`config.mk`:
```
export PLATFORM = sky130hd
export DESIGN_NAME = pipe_adc_corrector
export DESIGN_NICKNAME = d
export VERILOG_FILES = /design/src/rtl/adcdc_pkg.sv /design/src/rtl/adcdc_align.sv /design/src/rtl/adcdc_correct.sv /design/src/rtl/pipe_adc_corrector.sv
export SDC_FILE = /design/constraint.sdc
export NUM_CORES = 1
export LEC_CHECK = 0
export BUFFER_PORTS_ARGS = -buffer_cell sky130_fd_sc_hd__buf_2
export CORE_MARGIN = 2
export CORE_UTILIZATION = 50
export DETAILED_ROUTE_END_ITERATION = 12
export PLACE_DENSITY_LB_ADDON = 0.15
export SLEW_MARGIN = 15
export SYNTH_ARGS = -nofsm -noshare
export SYNTH_HDL_FRONTEND = slang
export SYNTH_SLANG_ARGS = --single-unit
```
`constraint.sdc`:
```
create_clock -name clk -period 8.2 [get_ports clk]
set_input_delay 1.23 -clock clk [delete_from_list [all_inputs] [get_ports clk]]
set_output_delay 1.23 -clock clk [all_outputs]
set_load 0.05 [all_outputs]
```
`src/rtl/adcdc_pkg.sv`:
```
package adcdc_pkg;
  localparam int SUB_W = 3;   // bits per 2.5-bit stage code
  localparam int NCODE = 7;   // legal stage codes 0..6

  // Weight of one stage code: two bit positions per stage, last stage at LSB.
  function automatic int stage_term(input logic [SUB_W-1:0] code, input int idx, input int nstg);
    return int'(code) << (2 * (nstg - 1 - idx));
  endfunction

  // Clamp a signed sum into [0, 2^w - 1].
  function automatic int clamp_range(input int acc, input int w);
    int fs;
    fs = (1 << w) - 1;
    if (acc < 0) return 0;
    if (acc > fs) return fs;
    return acc;
  endfunction

  function automatic logic out_of_range(input int acc, input int w);
    return (acc < 0) || (acc > ((1 << w) - 1));
  endfunction
endpackage

```
`src/rtl/adcdc_align.sv`:
```
module adcdc_align #(
  parameter int NSTG  = 7,
  parameter int SUB_W = 3
) (
  input  logic                          clk,
  input  logic                          rst_n,
  input  logic                          en,
  input  logic [NSTG*SUB_W-1:0]         pre,
  output logic [NSTG-1:0][SUB_W-1:0]    aligned
);
  for (genvar g = 0; g < NSTG; g++) begin : g_stage
    localparam int DLY = NSTG - 1 - g;
    localparam int LSB = SUB_W * (NSTG - 1 - g);
    if (DLY == 0) begin : g_pass
      assign aligned[g] = pre[LSB +: SUB_W];
    end else begin : g_dly
      logic [DLY-1:0][SUB_W-1:0] sr;
      always_ff @(posedge clk or negedge rst_n) begin
        if (!rst_n) begin
          sr <= '0;
        end else if (en) begin
          sr[0] <= pre[LSB +: SUB_W];
          for (int j = 1; j < DLY; j++) sr[j] <= sr[j-1];
        end
      end
      assign aligned[g] = sr[DLY-1];
    end
  end
endmodule

```
`src/rtl/adcdc_correct.sv`:
```
module adcdc_correct #(
  parameter int NSTG   = 7,
  parameter int SUB_W  = 3,
  parameter int N_CAL  = 2,
  parameter int CORR_W = 8,
  parameter int OUT_W  = 15,
  localparam int CAL_W = N_CAL * adcdc_pkg::NCODE * CORR_W
) (
  input  logic [NSTG-1:0][SUB_W-1:0] aligned,
  input  logic [CAL_W-1:0]           cal_terms,
  output logic [OUT_W-1:0]           code,
  output logic                       ovr
);
  int acc;
  int sat;

  always_comb begin
    acc = 0;
    for (int idx = 0; idx < NSTG; idx++)
      acc = acc + adcdc_pkg::stage_term(aligned[idx], idx, NSTG);
    for (int s = 0; s < N_CAL; s++) begin
      if (int'(aligned[s]) < adcdc_pkg::NCODE)
        acc = acc + int'($signed(cal_terms[(s*adcdc_pkg::NCODE + int'(aligned[s]))*CORR_W +: CORR_W]));
    end
    sat  = adcdc_pkg::clamp_range(acc, OUT_W);
    ovr  = adcdc_pkg::out_of_range(acc, OUT_W);
    code = sat[OUT_W-1:0];
  end
endmodule

```
`src/rtl/pipe_adc_corrector.sv`:
```
module pipe_adc_corrector #(
  parameter int NSTG   = 7,
  parameter int N_CAL  = 2,
  parameter int CORR_W = 8,
  localparam int SUB_W = adcdc_pkg::SUB_W,
  localparam int PRE_W = NSTG * SUB_W,
  localparam int OUT_W = 2 * NSTG + 1,
  localparam int CAL_W = N_CAL * adcdc_pkg::NCODE * CORR_W
) (
  input  logic             clk,
  input  logic             rst_n,
  input  logic             stg_en,
  input  logic [PRE_W-1:0] precode,
  input  logic [CAL_W-1:0] cal_terms,
  output logic [OUT_W-1:0] code_out,
  output logic             ovr_out,
  output logic             rdy_out
);
  localparam int FILL  = NSTG - 1;
  localparam int CNT_W = $clog2(FILL + 1);

  logic [NSTG-1:0][SUB_W-1:0] aligned;
  logic [OUT_W-1:0]           code_nxt;
  logic                       ovr_nxt;
  logic [CNT_W-1:0]           fill_cnt;
  logic                       pipe_full;
  logic                       beat_fire;

  adcdc_align #(.NSTG(NSTG), .SUB_W(SUB_W)) u_align (
    .clk(clk), .rst_n(rst_n), .en(stg_en), .pre(precode), .aligned(aligned)
  );

  adcdc_correct #(.NSTG(NSTG), .SUB_W(SUB_W), .N_CAL(N_CAL), .CORR_W(CORR_W), .OUT_W(OUT_W)) u_corr (
    .aligned(aligned), .cal_terms(cal_terms), .code(code_nxt), .ovr(ovr_nxt)
  );

  assign pipe_full = (fill_cnt == CNT_W'(FILL));
  assign beat_fire = stg_en && pipe_full;

  always_ff @(posedge clk or negedge rst_n) begin
    if (!rst_n) begin
      fill_cnt <= '0;
      code_out <= '0;
      ovr_out  <= 1'b0;
      rdy_out  <= 1'b0;
    end else begin
      rdy_out <= beat_fire;
      if (stg_en && !pipe_full) fill_cnt <= fill_cnt + 1'b1;
      if (beat_fire) begin
        code_out <= code_nxt;
        ovr_out  <= ovr_nxt;
      end
    end
  end
endmodule

```
; Yosys cells after proc, flatten, opt, wreduce, memory -nomap -nowiden
; Cells that the tools add are included.
[word_totals]
regBits = 83
input_bits = 136
word_cells = 54
out_inout_bits = 17
[classes]
addsub = 10
order_cmp = 4
n_reduce_logical = 4
mux = 8
eq_ne = 1
n_shift = 2
[op_table]
columns = operator, n
row1 = $shiftx A112 B7 Y8, 1
row2 = $shiftx A112 B8 Y8, 1
row3 = $add A32 B8 Y32, 3
row4 = $mux W32, 2
row5 = $mux W15, 3
row6 = $add A32 B10 Y32, 1
row7 = $add A32 B12 Y32, 1
row8 = $add A32 B4 Y32, 1
row9 = $add A32 B6 Y32, 1
row10 = $gt A32 B16 Y1 const B, 1
row11 = $lt A32 B1 Y1 const B, 1
row12 = $add A15 B13 Y16, 1
row13 = $lt A3 B3 Y1 const B, 2
row14 = $add A3 B3 Y4 const A, 1
row15 = $add A3 B1 Y3 const B, 1
row16 = $eq A3 B3 Y1 const B, 1
row17 = $mux W1, 3
row18 = $logic_and A1 B1 Y1, 2
row19 = $logic_not A1 Y1, 1
row20 = $logic_or A1 B1 Y1, 1

; Logic depth before layout (Yosys ltp)
; Gate-level depths: netlist of the first run.
[logic_depth]
word_depth = 15
mapped_depth = 29
ltp_nobuf = 26

; Hierarchy
; From an unflattened synthesis of the first run, not the netlist that was laid out.
[unflattened]
hier_cells = 831
area_unflattened_um2 = 8249.2
[by_module_without_submodules]
columns = module, area_each_um2, seq_area_each_um2, n_inst, cells_per_inst
row1 = adcdc_correct, 4648.2, 0.0, 1, 631
row2 = adcdc_align, 2777.7, 1576.5, 1, 151
row3 = pipe_adc_corrector, 823.3, 500.5, 1, 49

; Worst setup path after synthesis of the first run
; Ideal clock, no wire load.
[synth_timing]
path_type = input -> register
start = in cal_terms[63]
end = reg code_out[10]
required_time_ns = 8.065
stages = 26
setup_ns = 0.135
slack_ns = 1.055
n_path_buf = 4
arrival_time_ns = 7.010
cell_sequence = mux4_2 > mux2i_1 > clkbuf_1 > inv_1 > ha_1 > a21oi_1 > o21a_1 > and3_1 > a21oi_1 > nor2_1 > xnor2_1 > nor2_1 > ha_1 > clkbuf_2 > nand2_1 > or3_2 > or2b_2 > nand4_1 > o21ai_1 > xnor2_1 > or4_1 > o41ai_1 > and4_1 > buf_6 > buf_12 > a31oi_1
[synth_between]
elab_chain_cells = 10
word_cells_on_any_way = 14
cone_classes = add/sub: 2 / order compare: 2 / shift: 2 / mux: 8
[synth_rtl]
columns = item, line_no
row1 = from (decl), pipe_adc_corrector.sv:14  ; input logic [CAL_W-1:0] cal_terms,
row2 = $shiftx A112 B7 Y8, adcdc_correct.sv:23  ; acc = acc + int'($signed(cal_terms[(s*adcdc_pkg::NCODE + int'(aligned[s]))*CORR_W +: CORR_W]));
row3 = $add A32 B8 Y32, adcdc_correct.sv:23
row4 = $mux W32, adcdc_correct.sv:22  ; if (int'(aligned[s]) < adcdc_pkg::NCODE)
row5 = $add A32 B8 Y32, adcdc_correct.sv:23
row6 = $mux W32 (*), adcdc_correct.sv:22
row7 = $gt A32 B16 Y1, adcdc_pkg.sv:15  ; if (acc > fs) return fs;
row8 = $mux W1 (2 in series), adcdc_pkg.sv:15
row9 = $mux W15, adcdc_pkg.sv:16  ; return acc;
row10 = $mux W15 (*), adcdc_pkg.sv:15
row11 = to (signal assigned), pipe_adc_corrector.sv:50  ; code_out <= code_nxt;
row12 = to (decl), pipe_adc_corrector.sv:15  ; output logic [OUT_W-1:0] code_out,
; Every way passes the cells marked *; elsewhere a longest branch is shown, timed or not. The select of a mux whose other input is x is not followed.
; A chain may end at the register's enable or synchronous reset.

; Final worst setup path of the first run
[layout_timing]
start = in cal_terms[8]
end = reg code_out[10]
; Same word-level chain as after synthesis.

==> impl_metrics.prom, run 1 <==
# TYPE chip_impl_metric gauge
chip_impl_info{name="cts-root-buf",value="sky130_fd_sc_hd__clkbuf_16"} 1
chip_impl_metric{name="routed_vias_inst",unit=""} 5.99
chip_impl_info{name="cts_tree",value="built"} 1
chip_impl_metric{name="detail_route.iter0.violations",unit=""} 478
chip_impl_metric{name="ctsHtreeMaxLevel",unit=""} 3
chip_impl_metric{name="met3_length",unit="um"} 1120
chip_impl_metric{name="cp.arrival",unit="ns"} 7.96
chip_impl_metric{name="syn-mean-instance-area",unit="sq um"} 9.17
chip_impl_info{name="run_status",value="finished, final reports clean"} 1
chip_impl_metric{name="ys_types",unit=""} 80
chip_impl_info{name="timing_worst_setup_path_type",value="in2reg"} 1
chip_impl_info{name="holdCritPathClass",value="reg2reg"} 1
chip_impl_metric{name="final-hold-violation-count",unit=""} 0
chip_impl_metric{name="max_slew.worst_pin.slew",unit="ns"} 1.11
chip_impl_metric{name="clock_tree.buffer_depth",unit=""} 2
chip_impl_metric{name="post-route-drc-count",unit=""} 0
chip_impl_metric{name="nets",unit=""} 1188
chip_impl_metric{name="final-setup-viol-count",unit=""} 0
chip_impl_metric{name="postSynth.asyncResetShare",unit=""} 1.00
chip_impl_metric{name="route.met2.wl",unit="um"} 10400
chip_impl_metric{name="die_height",unit="um"} 130
chip_impl_metric{name="io_buffers",unit=""} 152
chip_impl_metric{name="antenna_left",unit=""} 0
chip_impl_metric{name="number_of_flops_mapped_to_enable_cells_by_yosys",unit=""} 0
chip_impl_metric{name="final_layout_size_suffix_gt1_frac",unit=""} 0.301
chip_impl_info{name="ys.flop_type",value="sky130_fd_sc_hd__dfrtp_1"} 1
chip_impl_metric{name="clkLatencyLatePin",unit="ns"} 0.35
chip_impl_metric{name="post_synth_instance_area",unit="sq mm"} 0.00790
chip_impl_metric{name="crit_required",unit="ns"} 8.38
chip_impl_metric{name="drt-total-wl",unit="um"} 22100
chip_impl_metric{name="grt_pass1_wl",unit="um"} 35400
chip_impl_metric{name="maxSlewHeadroom",unit=""} 0.260
chip_impl_metric{name="post_cts_buffers",unit=""} 0
chip_impl_metric{name="total_number_of_yosys_warnings",unit=""} 0
chip_impl_metric{name="maxSlewViolCount",unit=""} 0
chip_impl_metric{name="wirelength_met1",unit="um"} 10100
chip_impl_metric{name="dr_total_vias",unit=""} 7216
chip_impl_metric{name="critical_path_peak_fanout",unit=""} 16
chip_impl_metric{name="start_util",unit=""} 0.516
chip_impl_info{name="top_layer",value="met4"} 1
chip_impl_metric{name="sequential_fraction_of_the_synthesis_area",unit=""} 0.263
chip_impl_metric{name="die-width",unit="um"} 130
chip_impl_metric{name="rows",unit=""} 45
chip_impl_metric{name="cts-resized-gates",unit=""} 0
chip_impl_metric{name="period_needed",unit="ns"} 7.78
chip_impl_metric{name="dpl.hpwl",unit="um"} 17300
chip_impl_metric{name="cts_inserted_buffers",unit=""} 9
chip_impl_metric{name="first_pass_iters",unit=""} 5
chip_impl_metric{name="first_global_vias",unit=""} 6983
chip_impl_info{name="crit_path_start_kind",value="input pin"} 1
chip_impl_metric{name="die_area",unit="sq mm"} 0.0168
chip_impl_metric{name="grt_max_degree",unit=""} 84
chip_impl_metric{name="ctsHoldBuffers",unit=""} 0
chip_impl_metric{name="fin_worst_skew",unit="ns"} 0.00993
chip_impl_metric{name="synthesis.nets",unit=""} 1060
chip_impl_info{name="unrepaired_setup_endpoints_after_global_routing",value="false"} 1
chip_impl_metric{name="grt_usage",unit=""} 0.270
chip_impl_metric{name="wire_per_inst",unit="um"} 18.3
chip_impl_metric{name="antenna_cells_inserted",unit=""} 0
chip_impl_info{name="timing.critical_path.to_type",value="register"} 1
chip_impl_metric{name="synthToLayoutAreaGrowth",unit="%"} 14.9
chip_impl_metric{name="core_region_area",unit="sq mm"} 0.0153
chip_impl_metric{name="tns",unit="ns"} 0
chip_impl_metric{name="ys_ff_latch",unit=""} 83
chip_impl_metric{name="final_worst_path_cycle_share",unit=""} 0.949
chip_impl_metric{name="postSynthCellCount",unit=""} 861
chip_impl_metric{name="weighted_congestion_reported_at_the_end_of_routability_driven_placement",unit=""} 0.947
chip_impl_metric{name="timing.fmax",unit="MHz"} 129
chip_impl_metric{name="cts.clk_slew.worst_paths",unit="ns"} 0.06
chip_impl_metric{name="clock_sinks",unit=""} 83
chip_impl_metric{name="grt_remaining_overflow",unit=""} 0
chip_impl_metric{name="grt_antenna_before_repair",unit=""} 0
chip_impl_metric{name="cap_viol_max_count",unit=""} 0
chip_impl_metric{name="ioPinCount",unit=""} 153
-- layer usage --
metal | global-route usage | vias up
met5 | 0 | -
met4 | 0.0829 | 0
met3 | 0.0425 | 39
met2 | 0.435 | 203
met1 | 0.375 | 3490
li1 | - | 3484
-- final cells by class --
cell class                      count  area [sq um]
Fill cell                        1408          6250
Multi-Input combinational cell    718          5520
Sequential cell                    83          2080
Timing Repair Buffer              163           858
Tap cell                          211           264
Clock buffer                        9           225
Clock inverter                      7          73.8
Inverter                           14          52.6
-- layout by cell type (no fill, tap or decap), types with 5 or more instances in the layout --
| cell type | count |
|---|---|
| sky130_fd_sc_hd__buf_2 | 151 |
| sky130_fd_sc_hd__a21oi_1 | 86 |
| sky130_fd_sc_hd__dfrtp_1 | 83 |
| sky130_fd_sc_hd__nand2_1 | 81 |
| sky130_fd_sc_hd__mux2_2 | 73 |
| sky130_fd_sc_hd__ha_1 | 61 |
| sky130_fd_sc_hd__nor2_1 | 60 |
| sky130_fd_sc_hd__o21ai_0 | 43 |
| sky130_fd_sc_hd__xnor2_1 | 35 |
| sky130_fd_sc_hd__a31oi_1 | 26 |
| sky130_fd_sc_hd__mux4_2 | 24 |
| sky130_fd_sc_hd__xor2_1 | 21 |
| sky130_fd_sc_hd__nand3_1 | 17 |
| sky130_fd_sc_hd__a21o_1 | 14 |
| sky130_fd_sc_hd__inv_1 | 14 |
| sky130_fd_sc_hd__and2_1 | 14 |
| sky130_fd_sc_hd__nand4_1 | 12 |
| sky130_fd_sc_hd__a211oi_1 | 12 |
| sky130_fd_sc_hd__mux2i_1 | 11 |
| sky130_fd_sc_hd__buf_4 | 11 |
| sky130_fd_sc_hd__nor4_1 | 9 |
| sky130_fd_sc_hd__clkbuf_16 | 9 |
| sky130_fd_sc_hd__o211ai_1 | 8 |
| sky130_fd_sc_hd__and3_1 | 7 |
| sky130_fd_sc_hd__nor3_1 | 7 |
| sky130_fd_sc_hd__nor2b_1 | 7 |
| sky130_fd_sc_hd__a22oi_1 | 7 |
| sky130_fd_sc_hd__nand2b_1 | 6 |
| sky130_fd_sc_hd__o21bai_1 | 5 |
| sky130_fd_sc_hd__o21a_1 | 5 |
-- registers in the layout, indices dropped and copies added, names as in the netlist --
name,count
rdy_out,1
ovr_out,1
u_align.aligned,15
u_align.g_stage.g_dly.sr,48
fill_cnt,3
code_out,15
-- stage by stage --
step	hold slack (ns)	setup slack, ns	instances	cell area, sq um	util
floorplan	0.473	1.05	861	7900	-
global placement	0.486	0.428	1188	8750	0.571
detailed placement	0.489	0.201	1188	8750	0.571
CTS	0.504	0.595	1204	9050	0.591
global route	0.509	0.0900	1205	9070	0.592
finish	0.501	0.419	1205	9070	0.592
-- cells by family after synthesis --
family | after synthesis | share of synthesized area
AOI/OAI and AO/OA | 247 | 0.198
and+or+nand+nor | 243 | 0.149
muxes | 108 | 0.187
DFF | 83 | 0.263
adders and majority gates | 63 | 0.102
buffers and inverters | 60 | 0.0380
xor gates and xnor gates | 57 | 0.0642
-- path summary, 6_finish.rpt --
| check | start | endpoint | slack, ns | cells past startpoint |
|---|---|---|---|---|
| setup / recovery | cal_terms[8] | code_out[10] | 0.42 | 23 |
| hold / removal | u_align.g_stage[3].g_dly.sr[1] | u_align.g_stage[3].g_dly.sr[4] | 0.50 | 1 |
| setup reg to reg | u_align.aligned[0] | code_out[10] | 0.54 | 22 |
| hold reg to reg | u_align.g_stage[3].g_dly.sr[1] | u_align.g_stage[3].g_dly.sr[4] | 0.50 | 1 |
| max in group asynchronous | rst_n | code_out[6] | 6.71 | 2 |
| min in group asynchronous | rst_n | u_align.g_stage[1].g_dly.sr[1] | 0.87 | 1 |
-- synth_stat cells (all sizes together) (10+ instances only) --
cell type   n  area share
a31oi      27       0.022
inv        14      0.0067
nand2      81       0.039
a211oi     14       0.015
dfrtp      83        0.26
ha         61       0.097
xor2       22       0.025
o21ai      48       0.031
clkbuf     27       0.014
mux4       24       0.068
a21o       16       0.016
mux2       73        0.10
xnor2      35       0.039
nor2       61       0.029
nor4       10      0.0087
mux2i      11       0.014
a21oi      88       0.057
and2       14       0.011
nand3      17       0.011
buf        19       0.017
nand4      12      0.0095
-- critical path, cell delays in order --
cell and delay (ns):
sky130_fd_sc_hd__buf_2 0.11, sky130_fd_sc_hd__mux4_2 0.49, sky130_fd_sc_hd__mux2_2 0.30, sky130_fd_sc_hd__ha_1 0.20
sky130_fd_sc_hd__fa_1 0.40, sky130_fd_sc_hd__a21o_1 0.19, sky130_fd_sc_hd__a221oi_2 0.41, sky130_fd_sc_hd__a2111o_1 0.25
sky130_fd_sc_hd__a31oi_2 0.14, sky130_fd_sc_hd__a21oi_2 0.33, sky130_fd_sc_hd__xnor2_1 0.19, sky130_fd_sc_hd__nor2_1 0.07
sky130_fd_sc_hd__ha_1 0.51, sky130_fd_sc_hd__nand2_1 0.14, sky130_fd_sc_hd__nor4_1 0.37, sky130_fd_sc_hd__nand2_1 0.13
sky130_fd_sc_hd__a211oi_1 0.42, sky130_fd_sc_hd__nor3b_2 0.10, sky130_fd_sc_hd__xnor2_1 0.14, sky130_fd_sc_hd__or4_1 0.50
sky130_fd_sc_hd__o41ai_1 0.41, sky130_fd_sc_hd__and4_1 0.73, sky130_fd_sc_hd__a31oi_1 0.17
Power of run 1 is not shown: default switching activity piles up to over one toggle a cycle in this logic, so the estimate is an artifact.
==> run 2, diff against run 1 <==
--- a/config.mk
+++ b/config.mk
@@ -7,7 +7,7 @@
 export LEC_CHECK = 0
 export BUFFER_PORTS_ARGS = -buffer_cell sky130_fd_sc_hd__buf_2
 export CORE_MARGIN = 2
-export CORE_UTILIZATION = 50
+export CORE_UTILIZATION = 25
 export DETAILED_ROUTE_END_ITERATION = 12
 export PLACE_DENSITY_LB_ADDON = 0.15
 export SLEW_MARGIN = 15
==> constraint.sdc (replaced) <==
create_clock -name clk -period 6.51 [get_ports clk]
set_input_delay 0.9765 -clock clk [delete_from_list [all_inputs] [get_ports clk]]
set_output_delay 0.9765 -clock clk [all_outputs]
set_load 0.05 [all_outputs]
==> run 2 against run 1 <==
Global-route usage is 11 points lower. Sequential share of layout area decreased by 4.2 points. Clock-buffer cell count unchanged. Non-clock buffer count increased by 173. Hold slack better by 0.0034 ns. Routed wire length increased by 22%. Utilization decreased by 24 points. Worst setup slack lost 0.22 ns. Clock skew fell by 0.0014 ns. Flip-flop and latch count stayed put. Via count up 6.2%. Critical path depth grew 2. Critical endpoint is now code_out[12]. Highest routed layer unchanged.
==> impl_metrics.prom, run 2 (same netlist as run 1, synthesis figures left out) <==
# TYPE chip_impl_metric gauge
chip_impl_metric{name="dpl.hpwl",unit="um"} 21600
chip_impl_info{name="run_status",value="finished, final reports clean"} 1
chip_impl_info{name="holdCritPathClass",value="reg2reg"} 1
chip_impl_metric{name="worst_path_largest_cell_delay",unit="ns"} 0.52
chip_impl_info{name="commonest_non_fill_non_tap_cells_in_the_layout",value="180 x sky130_fd_sc_hd__buf_4, 147 x sky130_fd_sc_hd__buf_2, 83 x sky130_fd_sc_hd__dfrtp_1"} 1
chip_impl_metric{name="die-width",unit="um"} 182
chip_impl_metric{name="ctsHtreeMaxLevel",unit=""} 3
chip_impl_metric{name="cts.clk_slew.worst_paths",unit="ns"} 0.07
chip_impl_metric{name="grt_usage",unit=""} 0.162
chip_impl_metric{name="maxSlewViolCount",unit=""} 0
chip_impl_info{name="mostFrequentLayoutCell",value="sky130_fd_sc_hd__buf_4"} 1
chip_impl_info{name="critical_path.slowest_cell",value="sky130_fd_sc_hd__or4_1"} 1
chip_impl_metric{name="start_util",unit=""} 0.252
chip_impl_metric{name="clkLatencyLatePin",unit="ns"} 0.35
chip_impl_metric{name="cts_inserted_buffers",unit=""} 9
chip_impl_metric{name="io_buffers",unit=""} 152
chip_impl_metric{name="grt_remaining_overflow",unit=""} 0
chip_impl_info{name="regMostFlops",value="u_align.g_stage.g_dly.sr"} 1
chip_impl_metric{name="rows",unit=""} 65
chip_impl_metric{name="critical_path_peak_fanout",unit=""} 8
chip_impl_metric{name="ctsHoldBuffers",unit=""} 0
chip_impl_metric{name="grt_max_degree",unit=""} 67
chip_impl_info{name="unrepaired_setup_endpoints_after_global_routing",value="true"} 1
chip_impl_metric{name="fin_worst_skew",unit="ns"} 0.00857
chip_impl_metric{name="synthToLayoutAreaGrowth",unit="%"} 40.5
chip_impl_metric{name="layout.filler_cells",unit=""} 3239
chip_impl_info{name="cts-root-buf",value="sky130_fd_sc_hd__clkbuf_16"} 1
chip_impl_metric{name="first_global_vias",unit=""} 7760
chip_impl_metric{name="clock_tree.buffer_depth",unit=""} 2
chip_impl_metric{name="wire_per_inst",unit="um"} 17.1
chip_impl_metric{name="core_region_area",unit="sq mm"} 0.0313
chip_impl_metric{name="grt_antenna_before_repair",unit=""} 2
chip_impl_metric{name="final-hold-violation-count",unit=""} 0
chip_impl_metric{name="antenna_left",unit=""} 0
chip_impl_metric{name="timing.fmax",unit="MHz"} 158
chip_impl_metric{name="final_worst_path_cycle_share",unit=""} 0.969
chip_impl_info{name="cts_tree",value="built"} 1
chip_impl_info{name="kind_of_cell_adding_the_most_delay_to_the_critical_path",value="compound AO/OA/AOI/OAI gates"} 1
chip_impl_metric{name="crit_required",unit="ns"} 6.73
chip_impl_metric{name="multi_input_combinational_cell_area",unit="sq mm"} 0.00593
chip_impl_metric{name="drt-total-wl",unit="um"} 26900
chip_impl_metric{name="final-setup-viol-count",unit=""} 0
chip_impl_info{name="timing.critical_path.to_type",value="register"} 1
chip_impl_metric{name="final_layout_size_suffix_gt1_frac",unit=""} 0.454
chip_impl_metric{name="routed_vias_inst",unit=""} 4.88
chip_impl_metric{name="period_needed",unit="ns"} 6.31
chip_impl_metric{name="fin_worst_hold_slack",unit="ns"} 0.504
chip_impl_metric{name="max_slew.worst_pin.slew",unit="ns"} 0.864
chip_impl_metric{name="dr_total_vias",unit=""} 7663
chip_impl_metric{name="largest_register_ff_count",unit=""} 48
chip_impl_metric{name="clock_sinks",unit=""} 83
chip_impl_info{name="path_common_cell",value="sky130_fd_sc_hd__xnor2_1"} 1
chip_impl_metric{name="cp.arrival",unit="ns"} 6.53
chip_impl_metric{name="maxSlewHeadroom",unit=""} 0.424
chip_impl_metric{name="first_pass_iters",unit=""} 4
chip_impl_metric{name="die_area",unit="sq mm"} 0.0330
chip_impl_info{name="crit_path_start_kind",value="input pin"} 1
chip_impl_metric{name="nets",unit=""} 1361
chip_impl_metric{name="die_height",unit="um"} 182
chip_impl_metric{name="cap_viol_max_count",unit=""} 0
chip_impl_metric{name="post-route-drc-count",unit=""} 0
chip_impl_metric{name="seqCellArea",unit="sq mm"} 0.00208
chip_impl_metric{name="detail_route.iter0.violations",unit=""} 312
chip_impl_metric{name="grt_pass1_wl",unit="um"} 42200
chip_impl_metric{name="final_core_utilization",unit=""} 0.354
chip_impl_metric{name="cp_num_buf_inv",unit=""} 3
chip_impl_metric{name="ioPinCount",unit=""} 153
chip_impl_info{name="timing_worst_setup_path_type",value="in2reg"} 1
chip_impl_metric{name="weighted_congestion_reported_at_the_end_of_routability_driven_placement",unit=""} 0.831
==> run 2: path summary, 6_finish.rpt <==
check | cells past startpoint | slack [ns] | endpoint | start
setup / recovery | 25 | 0.20 | code_out[12] | cal_terms[24]
hold / removal | 1 | 0.50 | u_align.g_stage[3].g_dly.sr[2] | u_align.g_stage[3].g_dly.sr[2]
setup reg to reg | 25 | 0.26 | code_out[12] | u_align.aligned[0]
hold reg to reg | 1 | 0.50 | u_align.g_stage[3].g_dly.sr[2] | u_align.g_stage[3].g_dly.sr[2]
max in group asynchronous | 2 | 4.92 | code_out[11] | rst_n
min in group asynchronous | 1 | 0.53 | u_align.g_stage[0].g_dly.sr[3] | rst_n
==> run 2: final cells by class <==
| cell class | count | share of cell area |
|---|---|---|
| clock inverters | 7 | 0.00688 |
| flip-flops and latches | 83 | 0.187 |
| repair buffers | 336 | 0.201 |
| well taps | 402 | 0.0453 |
| clock buffers | 9 | 0.0203 |
| multi-input cells | 718 | 0.534 |
| diodes | 2 | 0.000451 |
| inverters | 14 | 0.00474 |
==> run 2: layer usage <==
layer	part of all wire	global-route usage	wire length, um
met3	0.019	0.0160	516
met5	0	0	0
met4	0.012	0.0367	323
met1	0.47	0.214	12600
met2	0.50	0.284	13500
==> run 2: stage by stage <==
stage               setup WS, ns  setup TNS (ns)  cells  area, sq um
floorplan                 0.0428               0    861         7930
global placement          -0.385           -6.06   1540        10300
detailed placement        -0.410           -6.36   1540        10300
CTS                       0.0241               0   1556        10600
global route             -0.0882           -1.26   1570        11100
finish                     0.201               0   1571        11100
==> run 2: what timing repair did <==
item                                   4_1_cts  5_1_grt
setup endpoints to repair                   16       16
gates resized for setup                      1       90
cloned                                       0        1
setup buffers                                0       12
pin swaps                                    0       53
endpoints found under the hold margin        0        0
Power of run 2 is left out for the same reason.
